## src/rtl/bf_pkg.sv

```systemverilog
package bf_pkg;
  localparam int DIR_W    = 4;
  localparam int NUM_DIRS = 9;

  typedef enum logic [DIR_W-1:0] {
    BD_OMNI = 4'd0,
    BD_N    = 4'd1,
    BD_S    = 4'd2,
    BD_E    = 4'd3,
    BD_W    = 4'd4,
    BD_NE   = 4'd5,
    BD_NW   = 4'd6,
    BD_SE   = 4'd7,
    BD_SW   = 4'd8
  } beam_dir_e;
endpackage

```

## src/rtl/bf_dir_decide.sv

```systemverilog
module bf_dir_decide
  import bf_pkg::*;
#(
  parameter int ROW_W = 3,
  parameter int COL_W = 3
) (
  input  logic [ROW_W-1:0] self_row,
  input  logic [COL_W-1:0] self_col,
  input  logic [ROW_W-1:0] dst_row,
  input  logic [COL_W-1:0] dst_col,
  output beam_dir_e        dir
);
  // vert: 0 same row, 1 north, 2 south; horz: 0 same column, 1 east, 2 west
  logic [1:0] vert, horz;

  always_comb begin
    if (dst_row < self_row)      vert = 2'd1;
    else if (dst_row > self_row) vert = 2'd2;
    else                         vert = 2'd0;

    if (dst_col > self_col)      horz = 2'd1;
    else if (dst_col < self_col) horz = 2'd2;
    else                         horz = 2'd0;

    unique case ({vert, horz})
      4'b0100: dir = BD_N;
      4'b1000: dir = BD_S;
      4'b0001: dir = BD_E;
      4'b0010: dir = BD_W;
      4'b0101: dir = BD_NE;
      4'b0110: dir = BD_NW;
      4'b1001: dir = BD_SE;
      4'b1010: dir = BD_SW;
      default: dir = BD_OMNI;
    endcase
  end
endmodule

```

## src/rtl/bf_ingress_fifo.sv

```systemverilog
module bf_ingress_fifo #(
  parameter int W     = 36,
  parameter int DEPTH = 4
) (
  input  logic                         clk,
  input  logic                         rst_n,
  input  logic                         push_valid,
  output logic                         push_ready,
  input  logic [W-1:0]                 push_data,
  output logic                         pop_valid,
  input  logic                         pop_ready,
  output logic [W-1:0]                 pop_data,
  output logic [$clog2(DEPTH+1)-1:0]   level
);
  localparam int AW = (DEPTH > 1) ? $clog2(DEPTH) : 1;
  localparam int LW = $clog2(DEPTH+1);

  logic [W-1:0]  mem [DEPTH];
  logic [AW-1:0] wr_ptr, rd_ptr;
  logic [LW-1:0] cnt;
  logic          do_push, do_pop;

  assign push_ready = (cnt < LW'(DEPTH));
  assign pop_valid  = (cnt != '0);
  assign do_push    = push_valid && push_ready;
  assign do_pop     = pop_valid && pop_ready;
  assign pop_data   = mem[rd_ptr];
  assign level      = cnt;

  always_ff @(posedge clk) begin
    if (do_push) mem[wr_ptr] <= push_data;
  end

  always_ff @(posedge clk or negedge rst_n) begin
    if (!rst_n) begin
      wr_ptr <= '0;
      rd_ptr <= '0;
      cnt    <= '0;
    end else begin
      if (do_push) wr_ptr <= (wr_ptr == AW'(DEPTH-1)) ? '0 : wr_ptr + 1'b1;
      if (do_pop)  rd_ptr <= (rd_ptr == AW'(DEPTH-1)) ? '0 : rd_ptr + 1'b1;
      unique case ({do_push, do_pop})
        2'b10:   cnt <= cnt + 1'b1;
        2'b01:   cnt <= cnt - 1'b1;
        default: cnt <= cnt;
      endcase
    end
  end
endmodule

```

## src/rtl/bf_beam_table.sv

```systemverilog
module bf_beam_table
  import bf_pkg::*;
#(
  parameter int N_ANT = 4,
  parameter int PH_W  = 2
) (
  input  logic                   clk,
  input  logic                   rst_n,
  input  logic                   we,
  input  logic [DIR_W-1:0]       widx,
  input  logic [N_ANT*PH_W-1:0]  wphase,
  input  logic [N_ANT-1:0]       wmask,
  input  logic [DIR_W-1:0]       ridx,
  output logic [N_ANT*PH_W-1:0]  rphase,
  output logic [N_ANT-1:0]       rmask
);
  localparam int VEC_W = N_ANT * PH_W;

  logic [VEC_W-1:0] ph_q [NUM_DIRS];
  logic [N_ANT-1:0] mk_q [NUM_DIRS];

  for (genvar g = 0; g < NUM_DIRS; g++) begin : g_entry
    always_ff @(posedge clk or negedge rst_n) begin
      if (!rst_n) begin
        ph_q[g] <= '0;
        mk_q[g] <= '1;
      end else if (we && (widx == DIR_W'(g))) begin
        ph_q[g] <= wphase;
        mk_q[g] <= wmask;
      end
    end
  end

  always_comb begin
    rphase = '0;
    rmask  = '0;
    for (int e = 0; e < NUM_DIRS; e++) begin
      if (ridx == DIR_W'(e)) begin
        rphase = ph_q[e];
        rmask  = mk_q[e];
      end
    end
  end
endmodule

```

## src/rtl/bf_array_ctrl.sv

```systemverilog
module bf_array_ctrl
  import bf_pkg::*;
#(
  parameter int N_ANT   = 4,
  parameter int PH_W    = 2,
  parameter int ROW_W   = 3,
  parameter int COL_W   = 3,
  parameter int DATA_W  = 32,
  parameter int Q_DEPTH = 4,
  parameter int HOLD_W  = 16
) (
  input  logic                     clk,
  input  logic                     rst_n,
  input  logic [ROW_W-1:0]         self_row,
  input  logic [COL_W-1:0]         self_col,
  input  logic [HOLD_W-1:0]        hold_cycles,
  input  logic                     in_valid,
  output logic                     in_ready,
  input  logic [ROW_W-1:0]         in_dst_row,
  input  logic [COL_W-1:0]         in_dst_col,
  input  logic [DATA_W-1:0]        in_data,
  input  logic                     tbl_we,
  input  logic [3:0]               tbl_idx,
  input  logic [N_ANT*PH_W-1:0]    tbl_phase,
  input  logic [N_ANT-1:0]         tbl_mask,
  output logic                     out_valid,
  input  logic                     out_ready,
  output logic [3:0]               out_dir,
  output logic [N_ANT*PH_W-1:0]    ant_phase,
  output logic [N_ANT-1:0]         ant_en,
  output logic [N_ANT*DATA_W-1:0]  ant_data
);
  localparam int VEC_W = N_ANT * PH_W;
  localparam int ENT_W = DIR_W + DATA_W;
  localparam int LVL_W = $clog2(Q_DEPTH+1);

  // Stage 1: direction decided on the way into the queue
  beam_dir_e in_dir;

  bf_dir_decide #(.ROW_W(ROW_W), .COL_W(COL_W)) u_dec (
    .self_row (self_row),
    .self_col (self_col),
    .dst_row  (in_dst_row),
    .dst_col  (in_dst_col),
    .dir      (in_dir)
  );

  logic [ENT_W-1:0] q_head;
  logic             q_valid;
  logic             q_pop;
  logic [LVL_W-1:0] q_level;

  bf_ingress_fifo #(.W(ENT_W), .DEPTH(Q_DEPTH)) u_q (
    .clk        (clk),
    .rst_n      (rst_n),
    .push_valid (in_valid),
    .push_ready (in_ready),
    .push_data  ({in_dir, in_data}),
    .pop_valid  (q_valid),
    .pop_ready  (q_pop),
    .pop_data   (q_head),
    .level      (q_level)
  );

  logic [DIR_W-1:0]  head_dir;
  logic [DATA_W-1:0] head_data;
  assign head_dir  = q_head[ENT_W-1 -: DIR_W];
  assign head_data = q_head[DATA_W-1:0];

  // Stage 2: table lookup and shifter drive
  logic [VEC_W-1:0] tbl_rphase;
  logic [N_ANT-1:0] tbl_rmask;

  bf_beam_table #(.N_ANT(N_ANT), .PH_W(PH_W)) u_tbl (
    .clk    (clk),
    .rst_n  (rst_n),
    .we     (tbl_we),
    .widx   (tbl_idx),
    .wphase (tbl_phase),
    .wmask  (tbl_mask),
    .ridx   (head_dir),
    .rphase (tbl_rphase),
    .rmask  (tbl_rmask)
  );

  logic              vld_q;
  logic [DIR_W-1:0]  dir_q;
  logic [VEC_W-1:0]  ph_q;
  logic [N_ANT-1:0]  mk_q;
  logic [DATA_W-1:0] dat_q;
  logic              load;

  assign load  = q_valid && (!vld_q || out_ready);
  assign q_pop = load;

  // Hold window: reuse the latched beam while the counter runs
  logic [HOLD_W-1:0] hold_cnt;
  logic [DIR_W-1:0]  lat_dir;
  logic [VEC_W-1:0]  lat_ph;
  logic [N_ANT-1:0]  lat_mk;
  logic              use_lat;
  logic [DIR_W-1:0]  sel_dir;
  logic [VEC_W-1:0]  sel_ph;
  logic [N_ANT-1:0]  sel_mk;

  assign use_lat = (hold_cnt != '0);
  assign sel_dir = use_lat ? lat_dir : head_dir;
  assign sel_ph  = use_lat ? lat_ph  : tbl_rphase;
  assign sel_mk  = use_lat ? lat_mk  : tbl_rmask;

  always_ff @(posedge clk or negedge rst_n) begin
    if (!rst_n) begin
      hold_cnt <= '0;
      lat_dir  <= '0;
      lat_ph   <= '0;
      lat_mk   <= '0;
    end else if (load && !use_lat) begin
      hold_cnt <= hold_cycles;
      lat_dir  <= head_dir;
      lat_ph   <= tbl_rphase;
      lat_mk   <= tbl_rmask;
    end else if (use_lat) begin
      hold_cnt <= hold_cnt - 1'b1;
    end
  end

  always_ff @(posedge clk or negedge rst_n) begin
    if (!rst_n) begin
      vld_q <= 1'b0;
      dir_q <= '0;
      ph_q  <= '0;
      mk_q  <= '0;
      dat_q <= '0;
    end else if (load) begin
      vld_q <= 1'b1;
      dir_q <= sel_dir;
      ph_q  <= sel_ph;
      mk_q  <= sel_mk;
      dat_q <= head_data;
    end else if (out_ready) begin
      vld_q <= 1'b0;
    end
  end

  assign out_valid = vld_q;
  assign out_dir   = dir_q;
  assign ant_phase = ph_q;
  assign ant_en    = vld_q ? mk_q : '0;

  for (genvar a = 0; a < N_ANT; a++) begin : g_lane
    assign ant_data[a*DATA_W +: DATA_W] = ant_en[a] ? dat_q : '0;
  end
endmodule

```

## config.mk

```make
export PLATFORM = sky130hd
export DESIGN_NAME = bf_array_ctrl
export DESIGN_NICKNAME = d
export VERILOG_FILES = /design/src/rtl/bf_pkg.sv /design/src/rtl/bf_dir_decide.sv /design/src/rtl/bf_ingress_fifo.sv /design/src/rtl/bf_beam_table.sv /design/src/rtl/bf_array_ctrl.sv
export SDC_FILE = /design/constraint.sdc
export NUM_CORES = 1
export LEC_CHECK = 0
export BUFFER_PORTS_ARGS = -buffer_cell sky130_fd_sc_hd__buf_2
export CAP_MARGIN = 5
export CORE_ASPECT_RATIO = 0.7
export CORE_MARGIN = 8
export CORE_UTILIZATION = 48
export CTS_CLUSTER_SIZE = 14
export DETAILED_ROUTE_END_ITERATION = 8
export MAX_ROUTING_LAYER = met4
export PLACE_DENSITY = 0.69
export SLEW_MARGIN = 20
export SYNTH_ARGS = -nofsm -noshare
export SYNTH_HDL_FRONTEND = slang
export SYNTH_SLANG_ARGS = --single-unit
```

## constraint.sdc

```tcl
create_clock -name clk -period 2.8 [get_ports clk]
set_input_delay 0.14 -clock clk [delete_from_list [all_inputs] [get_ports clk]]
set_output_delay 0.14 -clock clk [all_outputs]
set_load 0.005 [all_outputs]
```

Yosys cells after proc, flatten, opt, wreduce, memory -nomap -nowiden
Memories as Yosys holds them, arrays and structs flattened.
Cells that the tools add are included.
{"block": "totals", "ramBits": 144, "register_bits": 196, "out_inout_bits": 146, "wordCells": 124, "mem_count": 2, "romBits": 64, "input_bits": 81}
{"memory": "u_q.mem", "depth": 4, "word_bits": 36, "read_ports": 1, "rd_clocked_by_memory_dff": 0, "wr": 1, "line": "bf_ingress_fifo.sv:18", "rtl": "logic [W-1:0] mem [DEPTH];"}
{"memory": "(no name shown)", "depth": 16, "word_bits": 4, "read_ports": 1, "rd_clocked_by_memory_dff": 0, "wr": 0, "line": "bf_dir_decide.sv:25", "rtl": "unique case ({vert, horz})"}
{"block": "classes", "n_reduce_logical": 23, "n_mux": 39, "eq_ne": 20, "n_addsub": 5, "magnitude_cmp": 5}
{"op": "$mux W32", "n": 4}
{"op": "$mux W8", "n": 10}
{"op": "$mux W4", "n": 12}
{"op": "$eq A4 B3 Y1 const B", "n": 8}
{"op": "$mux W16", "n": 2}
{"op": "$eq A4 B2 Y1 const B", "n": 4}
{"op": "$reduce_bool A16 Y1", "n": 1}
{"op": "$sub A16 B1 Y16 const B", "n": 1}
{"op": "$logic_and A1 B1 Y1", "n": 13}
{"op": "$mux W2", "n": 6}
{"op": "$eq A4 B1 Y1 const B", "n": 2}
{"op": "$eq A4 B4 Y1 const B", "n": 2}
{"op": "$logic_not A4 Y1", "n": 2}
{"op": "$eq A2 B2 Y1 const B", "n": 3}
{"op": "$gt A3 B3 Y1", "n": 2}
{"op": "$lt A3 B3 Y1", "n": 2}
{"op": "$pmux W3 S2", "n": 1}
{"op": "$reduce_bool A2 Y1", "n": 3}
{"op": "$add A2 B1 Y2 const B", "n": 2}
{"op": "$mux W1", "n": 4}
{"op": "$add A3 B1 Y3 const B", "n": 1}
{"op": "$lt A3 B3 Y1 const B", "n": 1}
{"op": "$reduce_bool A3 Y1", "n": 1}
{"op": "$sub A3 B1 Y3 const B", "n": 1}
{"op": "3 further kinds", "n": 4}

Longest topological paths before layout
An unclocked memory read counts as a cell.
{"block": "depth", "word_depth": 12, "depth_mapped": 11, "depth_no_buf": 9}

Modules after synthesis
A second synthesis with hierarchy kept.
{"block": "hier_totals", "hier_cells": 1158, "hier_area_um2": 15481.1}
{"module": "bf_ingress_fifo", "seq_area_each_um2": 4499.3, "n_inst": 1, "area_each_um2": 5646.7, "cells_each": 231}
{"module": "bf_beam_table", "seq_area_each_um2": 2747.6, "n_inst": 1, "area_each_um2": 5263.8, "cells_each": 406}
{"module": "bf_array_ctrl", "seq_area_each_um2": 2026.9, "n_inst": 1, "area_each_um2": 4369.2, "cells_each": 494}
{"module": "bf_dir_decide", "seq_area_each_um2": 0.0, "n_inst": 1, "area_each_um2": 201.4, "cells_each": 27}

Worst setup path before layout
OpenSTA, ideal clock, no wires.
{"block": "synth_timing", "kind": "register to register", "start": "register hold_cnt[0]", "end": "register ph_q[6] (netlist: ant_phase[6])", "n_path_buf": 1, "path_stages_with_launch": 9, "required_ps": 2675, "setup_ps": 125, "setup_slack_ps": 412, "synth_period_minus_slack_ps": 2388, "arrival_ps": 2264, "path_cell_list": "dfrtp_1 inv_1 ha_1 or3b_2 nor4_4 nand3_2 buf_2 nor3_1 a21oi_2"}
{"block": "synth_between", "elab_chain_cells": 2}
{"item": "start, declared", "line": "bf_array_ctrl.sv:97", "rtl": "logic [HOLD_W-1:0] hold_cnt;"}
{"item": "start signal, assigned", "line": "bf_array_ctrl.sv:118", "rtl": "hold_cnt <= hold_cycles;"}
{"item": "start signal, assigned", "line": "bf_array_ctrl.sv:123", "rtl": "hold_cnt <= hold_cnt - 1'b1;"}
{"item": "$reduce_bool A16 Y1", "line": "bf_array_ctrl.sv:106", "rtl": "assign use_lat = (hold_cnt != '0);"}
{"item": "$mux W8", "line": "bf_array_ctrl.sv:108", "rtl": "assign sel_ph = use_lat ? lat_ph : tbl_rphase;"}
{"item": "end signal, assigned", "line": "bf_array_ctrl.sv:137", "rtl": "ph_q <= sel_ph;"}
{"item": "end, declared", "line": "bf_array_ctrl.sv:88", "rtl": "logic [VEC_W-1:0] ph_q;"}
Every way passes these cells.
A chain may end at the register's enable or synchronous reset.

Final worst setup path
{"block": "layout_timing", "start": "register hold_cnt[0]", "end": "register lat_mk[1]"}
{"block": "layout_between", "elab_chain_cells": 3}
{"item": "$reduce_bool A16 Y1", "line": "bf_array_ctrl.sv:106"}
{"item": "$logic_not A1 Y1", "line": "bf_array_ctrl.sv:117", "rtl": "end else if (load && !use_lat) begin"}
{"item": "$logic_and A1 B1 Y1", "line": "bf_array_ctrl.sv:117"}
{"item": "end signal, assigned", "line": "bf_array_ctrl.sv:121", "rtl": "lat_mk <= tbl_rmask;"}
{"item": "end, declared", "line": "bf_array_ctrl.sv:100", "rtl": "logic [N_ANT-1:0] lat_mk;"}
Every way passes these cells.

==> flow_metrics.py <==
metrics = {
    "power": {
        "p_leak_nw": 8.03,
        "power.density_mw_per_mm2": 965,
        "ir_drop_v": 0.000644,
    },
    "grt": {
        "grt_pass1_wl_um": 63900,
        "grt.total_usage_pct": 21.4,
        "grt_max_degree": 135,
        "grt_overflow_total": 0,
        "grt_pass1_vias": 11236,
        "antenna_found_initial": 4,
    },
    "drt": {
        "routed_via_density": 5.59,
        "met3_wirelength_um": 2110,
        "postRouteAntennaNets": 0,
        "first_iter_violations": 942,
        "top_layer_used": "met4",
        "route.detailed.drc": 0,
        "via_count": 10724,
        "wire_per_inst_um": 20.8,
        "drt-pass1-iter-count": 5,
        "routedLengthMet1_um": 17700,
        "dr_wl_met2_um": 19100,
        "wl_um": 39900,
    },
    "synthesis": {
        "syn_avg_cell_area_sq_um": 13.1,
        "ys_warn_count": 0,
        "synth_cells": 1183,
        "synth_flop_cell": "dfrtp_1",
        "synth_edf_count": 144,
        "synth_cell_types": 58,
        "netlist_area_sq_mm": 0.0154,
        "syn_nets": 1278,
        "yosysSeqAreaShare_pct": 60.0,
        "synth-async-reset-ratio_pct": 57.6,
        "synth-seq-cells": 340,
    },
    "sta": {
        "period_share_pct": 93.3,
        "worst-slew-pin-transition_ps": 1050,
        "fin_tns_setup_ps": 0,
        "drv_slew": 0,
        "setup_viol": 0,
        "finalCriticalPeriod_ps": 2610,
        "max_freq_mhz": 383,
        "max_slew_margin_pct": 30.1,
        "post-route-worst-setup-slack_ps": 187,
        "grt_setup_unrepaired": "no",
        "hold_violations": 0,
        "skew_ps": 33.4,
    },
    "run_status": {
        "outcome": "finished, final reports clean",
    },
    "floorplanning": {
        "die_w_um": 230,
        "die_y_um": 166,
        "start_util_pct": 48.3,
        "fp.coreArea_sq_mm": 0.0320,
        "rows": 55,
        "top_level_ports": 227,
        "dieArea_sq_mm": 0.0383,
    },
    "setup_path": {
        "reg2reg_depth": 8,
        "crit_arrival_ps": 3050,
        "crit_required_ps": 3240,
        "endpoint_kind": "flip-flop",
        "rr_startpoint": "hold_cnt[0]",
        "startpoint": "hold_cnt[0]",
        "worstSetupPathType": "flip-flop to flip-flop",
        "crit_fanout": 16,
        "start_kind": "flip-flop",
    },
    "placed_design": {
        "dp.final_hpwl_um": 27000,
        "gp_congestion": 0.878,
        "port_buffers": 226,
        "place_area_sq_mm": 0.0172,
        "dp_slack_ps": 152,
    },
    "run": {
        "maxCapViolCount": 0,
    },
    "clocking": {
        "clk_latency_ps": 540,
        "clock-root-buffer": "clkbuf_16",
        "cts_buffers": 35,
        "clock_sinks": 340,
        "htreeDepth": 2,
        "path_clk_slew_ps": 60,
        "cts_tree": "done",
        "clk_path_buf_depth": 3,
    },
    "final_layout": {
        "seqCellArea_sq_mm": 0.00928,
        "final_area_sq_mm": 0.0188,
        "nets": 1557,
        "multi_input_area_sq_mm": 0.00581,
        "layout-drive-gt1-share_pct": 37.6,
        "area_growth_pct": 21.9,
        "fill_cells": 2535,
    },
    "worst_hold_path": {
        "hold_class": "primary input to flip-flop",
        "min_from": "tbl_phase[0]",
        "hold_path_depth": 2,
    },
}
[logic make-up (layout without fill, tap and decap cells)]
family / Yosys count / in the layout / synth area share (%)
fa+ha+maj: 14 / 14 / 1.18
compound gates: 140 / 140 / 6.21
flops: 340 / 340 / 60.0
buf+inv: 95 / 401 / 2.56
simple gates: 401 / 401 / 13.5
mux: 186 / 186 / 16.1
other cells: 0 / 3 / 0
xor+xnor: 7 / 7 / 0.397
[placed cells by master (no fill, tap or decap), drive strengths merged, types with 3 or more instances in the layout]
master / Yosys / final
nor2b: 5 / 5
nand2: 136 / 136
nand3: 5 / 5
nor4: 4 / 4
buf: 23 / 262
diode: 0 / 3
mux4: 37 / 37
a221o: 12 / 12
xnor2: 4 / 4
xor2: 3 / 3
and3: 132 / 132
dfrtp: 160 / 160
inv: 18 / 21
nor2: 62 / 62
dlygate4sd3: 0 / 56
a22oi: 13 / 13
mux2: 134 / 134
nand3b: 5 / 5
a31oi: 4 / 4
nor3: 18 / 18
mux2i: 15 / 15
o2bb2ai: 20 / 20
o21ai: 31 / 31
clkbuf: 54 / 53
ha: 13 / 13
nor3b: 6 / 6
clkinv: 0 / 8
dfstp: 36 / 36
and2: 9 / 9
a21oi: 43 / 43
edfxtp: 144 / 144
nand2b: 8 / 8
a211oi: 8 / 8
[registers in the layout, indices dropped and copies added (netlist names)]
name        flops
ant_phase       8
dat_q          32
hold_cnt       16
lat_dir         4
lat_mk          4
lat_ph          8
mk_q            4
out_dir         4
out_valid       1
u_q.level       3
u_q.mem       144
u_q.rd_ptr      2
u_q.wr_ptr      2
u_tbl.mk_q     36
u_tbl.ph_q     72
[critical path: stages (launching register included)]
cell and delay (ps):
dfrtp_1 420, inv_1 70, ha_1 180, or3b_2 530
or4_4 550, nor4_4 370, buf_6 240, nor2_1 60
a21oi_1 110
[where the power goes]
| part | leakage [nW] | switching, mW | internal, mW |
|---|---|---|---|
| clock | 0.546 | 1.92 | 2.57 |
| combinational | 3.93 | 3.30 | 3.15 |
| sequential | 3.55 | 0.862 | 6.38 |
[through the flow]
stage                     power (mW)  instances  util (%)  hold slack, ps
final                           18.2       1919      58.9            24.2
after global routing            19.2       1919      58.9            13.1
after CTS                       18.3       1916      58.8            2.20
after detailed placement        13.7       1796      53.6             176
after global placement          13.6       1796      53.6             166
after floorplan                 11.1       1183         -            -156
[cell type report]
| class | instances | share of cell area (%) |
|---|---|---|
| flip-flops and latches | 340 | 49.2 |
| repair buffers | 319 | 10.8 |
| well taps | 427 | 2.84 |
| clock inverters | 12 | 0.438 |
| inverters | 18 | 0.359 |
| clock buffers | 52 | 5.47 |
| multi-input cells | 748 | 30.8 |
| diodes | 3 | 0.0399 |
[synth_stat cells (3+ instances only)]
library cell / number / share of area (%)
dfrtp_1: 160 / 26
edfxtp_1: 144 / 28
nand2_1: 136 / 3.3
mux2_2: 134 / 9.8
and3_1: 132 / 5.3
nor2_1: 62 / 1.5
clkbuf_1: 54 / 1.3
mux4_2: 37 / 5.4
dfstp_2: 36 / 6.1
a21oi_1: 35 / 1.1
o21ai_0: 27 / 0.87
o2bb2ai_1: 20 / 1.1
inv_1: 18 / 0.44
nor3_1: 16 / 0.52
mux2i_1: 15 / 0.97
a22oi_1: 13 / 0.63
buf_2: 13 / 0.42
ha_1: 13 / 1.1
and2_1: 9 / 0.36
a211oi_1: 8 / 0.39
a21oi_2: 8 / 0.45
a221o_1: 8 / 0.52
nand2b_1: 7 / 0.28
buf_1: 6 / 0.15
nand3b_1: 5 / 0.24
nor2b_1: 5 / 0.20
a221o_2: 4 / 0.29
a31oi_1: 4 / 0.16
nand3_1: 4 / 0.13
nor3b_1: 4 / 0.19
o21ai_1: 4 / 0.13
xnor2_1: 4 / 0.23
xor2_1: 3 / 0.17
[what timing repair did]
| action | 4_1_cts | 5_1_grt |
|---|---|---|
| resized for setup | 0 | 1 |
| setup buffers | 0 | 0 |
| endpoints found under the setup margin | 0 | 4 |
| hold endpoints to repair | 262 | 0 |
| hold buffers | 56 | 0 |
[path summary, 6_finish.rpt]
| check | end | slack (ps) |
|---|---|---|
| worst min register to register | lat_dir[0] | 470 |
| worst max-delay path | lat_mk[1] | 190 |
| worst min-delay path | u_tbl.ph_q[48] | 20 |
| max in group asynchronous | u_tbl.mk_q[11] | 1770 |
| worst max register to register | lat_mk[1] | 190 |
| min in group asynchronous | u_tbl.ph_q[7] | 180 |
[metal layers]
metal	track usage, %	vias up
met5	-	-
met4	6.40	0
met3	3.99	72
met2	33.6	300
met1	28.2	5427
li1	-	4925
Power figures use the tool's default switching activity.
